**src/rtl/pt_walker_pkg.sv**
```systemverilog
package pt_walker_pkg;
  typedef enum logic [2:0] {
    W_IDLE,
    W_L1_REQ,
    W_L1_WAIT,
    W_L2_REQ,
    W_L2_WAIT,
    W_DONE
  } walk_state_e;

  localparam int unsigned DESC_TYPE_W = 2;
endpackage

```
**src/rtl/pt_desc_check.sv**
```systemverilog
module pt_desc_check #(
  parameter int unsigned AW = 32
) (
  input  logic [AW-1:0] desc_i,
  output logic          ok_o
);
  import pt_walker_pkg::*;
  // type bits all zero marks an unmapped entry
  assign ok_o = |desc_i[DESC_TYPE_W-1:0];
endmodule

```
**src/rtl/pt_addr_gen.sv**
```systemverilog
module pt_addr_gen #(
  parameter int unsigned AW       = 32,
  parameter int unsigned L1_IDX_W = 12,
  parameter int unsigned L2_IDX_W = 8
) (
  input  logic          clk_i,
  input  logic          rst_ni,
  input  logic          accept_i,
  input  logic          cap_l1_i,
  input  logic          cap_pa_i,
  input  logic          sel_l2_i,
  input  logic [AW-1:0] ttb_i,
  input  logic [AW-1:0] va_i,
  input  logic [AW-1:0] rdata_i,
  output logic [AW-1:0] mem_addr_o,
  output logic [AW-1:0] pa_o
);
  localparam int unsigned OFF_W   = AW - L1_IDX_W - L2_IDX_W;
  localparam int unsigned TBASE_W = AW - L1_IDX_W - 2;
  localparam int unsigned L2B_W   = AW - L2_IDX_W - 2;
  localparam int unsigned PFN_W   = AW - OFF_W;

  logic [AW-1:0]      va_q;
  logic [TBASE_W-1:0] tbase_q;
  logic [L2B_W-1:0]   l2base_q;
  logic [AW-1:0]      pa_q;
  logic [AW-1:0]      l1_addr, l2_addr;

  always_ff @(posedge clk_i or negedge rst_ni) begin
    if (!rst_ni) begin
      va_q     <= '0;
      tbase_q  <= '0;
      l2base_q <= '0;
      pa_q     <= '0;
    end else begin
      if (accept_i) begin
        va_q    <= va_i;
        tbase_q <= ttb_i[AW-1 -: TBASE_W];
        pa_q    <= '0;
      end
      if (cap_l1_i) l2base_q <= rdata_i[AW-1 -: L2B_W];
      if (cap_pa_i) pa_q <= {rdata_i[AW-1 -: PFN_W], va_q[OFF_W-1:0]};
    end
  end

  assign l1_addr    = {tbase_q, va_q[AW-1 -: L1_IDX_W], 2'b00};
  assign l2_addr    = {l2base_q, va_q[OFF_W +: L2_IDX_W], 2'b00};
  assign mem_addr_o = sel_l2_i ? l2_addr : l1_addr;
  assign pa_o       = pa_q;
endmodule

```
**src/rtl/pt_walk_fsm.sv**
```systemverilog
module pt_walk_fsm
  import pt_walker_pkg::*;
(
  input  logic clk_i,
  input  logic rst_ni,
  input  logic req_valid_i,
  input  logic mem_rvalid_i,
  input  logic l1_ok_i,
  input  logic l2_ok_i,
  input  logic ack_i,
  output logic req_ready_o,
  output logic mem_req_o,
  output logic sel_l2_o,
  output logic accept_o,
  output logic cap_l1_o,
  output logic cap_pa_o,
  output logic done_o,
  output logic fault_o,
  output logic fault_level_o
);
  walk_state_e state_q, state_d;
  logic done_q, fault_q, lvl_q;

  assign req_ready_o = (state_q == W_IDLE);
  assign accept_o    = req_ready_o && req_valid_i;
  assign mem_req_o   = (state_q == W_L1_REQ) || (state_q == W_L2_REQ);
  assign sel_l2_o    = (state_q == W_L2_REQ) || (state_q == W_L2_WAIT);
  assign cap_l1_o    = (state_q == W_L1_WAIT) && mem_rvalid_i && l1_ok_i;
  assign cap_pa_o    = (state_q == W_L2_WAIT) && mem_rvalid_i && l2_ok_i;

  always_comb begin
    state_d = state_q;
    unique case (state_q)
      W_IDLE:    if (req_valid_i) state_d = W_L1_REQ;
      W_L1_REQ:  state_d = W_L1_WAIT;
      W_L1_WAIT: if (mem_rvalid_i) state_d = l1_ok_i ? W_L2_REQ : W_DONE;
      W_L2_REQ:  state_d = W_L2_WAIT;
      W_L2_WAIT: if (mem_rvalid_i) state_d = W_DONE;
      W_DONE:    if (ack_i) state_d = W_IDLE;
      default:   state_d = W_IDLE;
    endcase
  end

  always_ff @(posedge clk_i or negedge rst_ni) begin
    if (!rst_ni) begin
      state_q <= W_IDLE;
      done_q  <= 1'b0;
      fault_q <= 1'b0;
      lvl_q   <= 1'b0;
    end else begin
      state_q <= state_d;
      if (accept_o) begin
        fault_q <= 1'b0;
        lvl_q   <= 1'b0;
      end
      if (state_q == W_L1_WAIT && mem_rvalid_i && !l1_ok_i) begin
        done_q  <= 1'b1;
        fault_q <= 1'b1;
        lvl_q   <= 1'b0;
      end
      if (state_q == W_L2_WAIT && mem_rvalid_i) begin
        done_q  <= 1'b1;
        fault_q <= !l2_ok_i;
        lvl_q   <= !l2_ok_i;
      end
      if (state_q == W_DONE && ack_i) done_q <= 1'b0;
    end
  end

  assign done_o        = done_q;
  assign fault_o       = fault_q;
  assign fault_level_o = lvl_q;

  p_req_pulse_r7: assert property (@(posedge clk_i) disable iff (!rst_ni)
    mem_req_o |=> !mem_req_o);

  p_no_req_pending_r7: assert property (@(posedge clk_i) disable iff (!rst_ni)
    (!mem_req_o && sel_l2_o && !mem_rvalid_i) |=> !mem_req_o);

  p_ready_idle_r8: assert property (@(posedge clk_i) disable iff (!rst_ni)
    req_ready_o |-> (!done_o && !mem_req_o));

  p_hold_result_r9: assert property (@(posedge clk_i) disable iff (!rst_ni)
    (done_o && !ack_i) |=> (done_o && $stable(fault_o) && $stable(fault_level_o)));

  p_ack_release_r9: assert property (@(posedge clk_i) disable iff (!rst_ni)
    (done_o && ack_i) |=> (!done_o && req_ready_o));
endmodule

```
**src/rtl/pt_walker.sv**
```systemverilog
module pt_walker #(
  parameter int unsigned AW       = 32,
  parameter int unsigned L1_IDX_W = 12,
  parameter int unsigned L2_IDX_W = 8
) (
  input  logic          clk_i,
  input  logic          rst_ni,
  input  logic [AW-1:0] ttb_i,
  input  logic          req_valid_i,
  input  logic [AW-1:0] req_va_i,
  output logic          req_ready_o,
  output logic          mem_req_o,
  output logic [AW-1:0] mem_addr_o,
  input  logic [AW-1:0] mem_rdata_i,
  input  logic          mem_rvalid_i,
  output logic          done_o,
  output logic [AW-1:0] pa_o,
  output logic          fault_o,
  output logic          fault_level_o,
  input  logic          ack_i
);
  localparam int unsigned N_LVL = 2;

  logic [N_LVL-1:0] lvl_ok;
  logic accept, cap_l1, cap_pa, sel_l2;

  for (genvar g = 0; g < N_LVL; g++) begin : g_chk
    pt_desc_check #(.AW(AW)) u_chk (
      .desc_i (mem_rdata_i),
      .ok_o   (lvl_ok[g])
    );
  end

  pt_walk_fsm u_fsm (
    .clk_i         (clk_i),
    .rst_ni        (rst_ni),
    .req_valid_i   (req_valid_i),
    .mem_rvalid_i  (mem_rvalid_i),
    .l1_ok_i       (lvl_ok[0]),
    .l2_ok_i       (lvl_ok[1]),
    .ack_i         (ack_i),
    .req_ready_o   (req_ready_o),
    .mem_req_o     (mem_req_o),
    .sel_l2_o      (sel_l2),
    .accept_o      (accept),
    .cap_l1_o      (cap_l1),
    .cap_pa_o      (cap_pa),
    .done_o        (done_o),
    .fault_o       (fault_o),
    .fault_level_o (fault_level_o)
  );

  pt_addr_gen #(
    .AW       (AW),
    .L1_IDX_W (L1_IDX_W),
    .L2_IDX_W (L2_IDX_W)
  ) u_addr (
    .clk_i      (clk_i),
    .rst_ni     (rst_ni),
    .accept_i   (accept),
    .cap_l1_i   (cap_l1),
    .cap_pa_i   (cap_pa),
    .sel_l2_i   (sel_l2),
    .ttb_i      (ttb_i),
    .va_i       (req_va_i),
    .rdata_i    (mem_rdata_i),
    .mem_addr_o (mem_addr_o),
    .pa_o       (pa_o)
  );

  p_fault_pa_zero_r5: assert property (@(posedge clk_i) disable iff (!rst_ni)
    (done_o && fault_o) |-> (pa_o == '0));

  p_hold_pa_r9: assert property (@(posedge clk_i) disable iff (!rst_ni)
    (done_o && !ack_i) |=> $stable(pa_o));
endmodule

```
**config.mk**
```make
export PLATFORM = sky130hd
export DESIGN_NAME = pt_walker
export DESIGN_NICKNAME = d
export VERILOG_FILES = /design/src/rtl/pt_walker_pkg.sv /design/src/rtl/pt_desc_check.sv /design/src/rtl/pt_addr_gen.sv /design/src/rtl/pt_walk_fsm.sv /design/src/rtl/pt_walker.sv
export SDC_FILE = /design/constraint.sdc
export NUM_CORES = 1
export LEC_CHECK = 0
export CORE_MARGIN = 3
export CORE_UTILIZATION = 50
export CTS_BUF_LIST = sky130_fd_sc_hd__clkbuf_4
export CTS_CLUSTER_DIAMETER = 50
export DETAILED_ROUTE_END_ITERATION = 8
export PLACE_DENSITY = 0.88
export RECOVER_POWER = 100
export SYNTH_ARGS = -nofsm -noshare
export SYNTH_HDL_FRONTEND = slang
export SYNTH_SLANG_ARGS = --single-unit
```
**constraint.sdc**
```tcl
create_clock -name clk_i -period 3.3 [get_ports clk_i]
set_input_delay 0.66 -clock clk_i [delete_from_list [all_inputs] [get_ports clk_i]]
set_output_delay 0.66 -clock clk_i [all_outputs]
set_load 0.005 [all_outputs]
```
==> results.ini <==
[run_status]
status = complete, but fails checks
violations = capacitance limit, slew limit

[setup_path]
cp.required_ns = 2.64
startpoint_type = flop
cp-end-kind = primary output
critPathMaxFanout = 12
crit_type = flop to primary output
arrival_ns = 2.51

[yosys]
syn_area_um2 = 4810
yosys.area.top_type = dfrtp_1
async_flop_share = 1.00
ys_ff_latch = 110
avgSynthCellArea_um2 = 12.9
ys_top_cells_by_area = dfrtp_1, mux2_1, mux2_4
synth_warnings = 0
synth_ff_type = dfrtp_1
synthCells = 372
yosysSeqAreaShare = 0.573
synth_common_cells = dfrtp_1, nand2_1, mux2_1
synth.distinct_cells = 29
synth_top_area_share = 0.573
synth_edf_count = 0
yosysMostFrequentCell = dfrtp_1

[timing]
hold_viol = 0
fin_crit_ns = 3.17
max_freq_mhz = 316
tightest_slew_ns = 1.71
maxSlewViolCount = 71
slew-limit-headroom = -0.141
holdWs_ns = 0.501
clock_skew_ns = 0.0195
setup_viol = 0
rsz0062_at_grt = no
fin_tns_setup_ns = 0
period_share = 0.960

[routing]
vias = 3331
antenna_left = 0
avgRoutedWirePerCell_um = 17.5
first_pass_iters = 4
viasPerCell = 5.13
routed_wl_um = 11400
drt_drc_violations_left = 0
drt_iter0_drc = 106

[clocking]
cts-root-buf = clkbuf_4
clock_latency_ns = 0.45
clk_path_buf_depth = 2
cts_hold_buf = 0
numCtsBuffers = 9
cts_num_sinks = 110
clk_pin_slew_worst_paths_ns = 0.17
htree_levels = 3
cts_tree = built

[grt]
overflow = 0
grt_max_degree = 71
antenna_found_initial = 0
grt_first_pass_wirelength_um = 19200
track_usage = 0.221
grt_pass1_vias = 3682

[place]
placed_area_um2 = 6360
numPortBuffers = 145
dp.final_hpwl_um = 7810
gp_congestion = 0.812

[worst_hold_path]
hold_class = flop to flop

[power]
vdd_ir_drop_max_mv = 0.461
power_leakage_nw = 2.77
power_per_cell_area_nw_per_um2 = 843
report.power.total_mw = 5.40

[floorplanning]
rows = 35
pin_count = 170
initial_utilization = 0.518
fp.dieW_um = 104
die_h_um = 104
core_um2 = 9280
dieArea_um2 = 10800

[layout]
area_growth_pct = 33.3
diodes = 0
nNetsFinal = 616
stdcell_area_um2 = 6410
layout-drive-gt1-share = 0.125
final_util = 0.690
fill_cells = 713

[run]
maxCapViolCount = 1

critical path: stages (launching register included):
cell and delay (ns):
dfrtp_1 0.41, buf_4 0.18, nor2_2 0.18, nand2_2 0.15, o21ai_2 0.15, buf_12 0.18
mux2_2 0.34, clkdlybuf4s50_1 0.47
final timing paths:
path | startpoint | endpoint | slack [ns] | cells past startpoint
min | u_addr.va_q[3] | u_addr.pa_o[3] | 0.50 | 2
min in group asynchronous | rst_ni | u_addr.tbase_q[7] | 0.59 | 1
min reg2reg | u_addr.va_q[3] | u_addr.pa_o[3] | 0.50 | 2
max in group asynchronous | rst_ni | u_addr.l2base_q[0] | 0.86 | 2
max | u_fsm.state_q[1] | mem_addr_o[31] | 0.13 | 7
max reg2reg | u_fsm.state_q[2] | u_addr.tbase_q[13] | 0.39 | 5
state kept, by name (all words and copies together) (netlist names):
register	cells
u_fsm.fault_o	1
u_addr.va_q	32
u_fsm.fault_level_o	1
u_addr.tbase_q	18
u_fsm.state_q	3
u_fsm.done_o	1
u_addr.pa_o	32
u_addr.l2base_q	22
metal layers:
layer / part of all wire / vias up / GRT usage
li1: - / 1560 / -
met2: 0.52 / 102 / 0.387
met4: 0.0054 / 0 / 0.0513
met3: 0.061 / 8 / 0.0565
met5: 0 / - / 0
met1: 0.41 / 1661 / 0.277
kinds of logic (layout without fill, tap and decap cells):
family	Yosys count	after routing	synth area share
buffers and inverters	27	173	0.0364
muxes	103	103	0.264
xor gates and xnor gates	1	1	0.00182
AOI/OAI and AO/OA	45	46	0.0492
DFF	110	110	0.573
and+or+nand+nor	85	85	0.0752
other	1	2	0.000780
where the power goes:
group | switching, mW | internal [mW] | leakage (nW)
clock | 0.452 | 0.159 | 0.0681
sequential | 0.342 | 1.96 | 1.36
combinational | 0.947 | 1.54 | 1.34
cell usage in the layout (no fill, tap or decap), drive strengths merged:
master         count
a21oi              3
a22oi              1
a31oi              2
a32oi              1
and2b              1
and4bb             1
buf                7
clkbuf            15
clkdlybuf4s50    105
clkinv             5
conb               2
dfrtp            110
dlygate4sd3       39
inv                2
mux2             102
mux2i              1
nand2             69
nand2b             1
nand3              2
nand3b             2
nor2               4
nor2b              2
nor3               2
o21a               1
o21ai             38
or2                1
xor2               1
through the flow:
step	worst slack [ns]	cells
global route	0.0296	649
global placement	0.246	628
CTS	0.0590	649
floorplan	1.22	373
finish	0.133	649
detailed placement	0.211	628
area by class of cell:
cell class                      count  area [µm²]  share of cell area
Clock buffer                        9        67.6              0.0105
Tap cell                          129         161              0.0252
Multi-Input combinational cell    237        1810               0.282
Sequential cell                   110        2750               0.430
Timing Repair Buffer              157        1570               0.245
Clock inverter                      7        48.8             0.00762
what timing repair did:
action,4_1_cts,5_1_grt
resized for setup,2,2
buffers inserted,4,0
pin swaps,2,0
endpoints found under the hold margin,0,0
setup endpoints to repair,30,25
cloned,1,0
(Power assumes the default switching activity.)
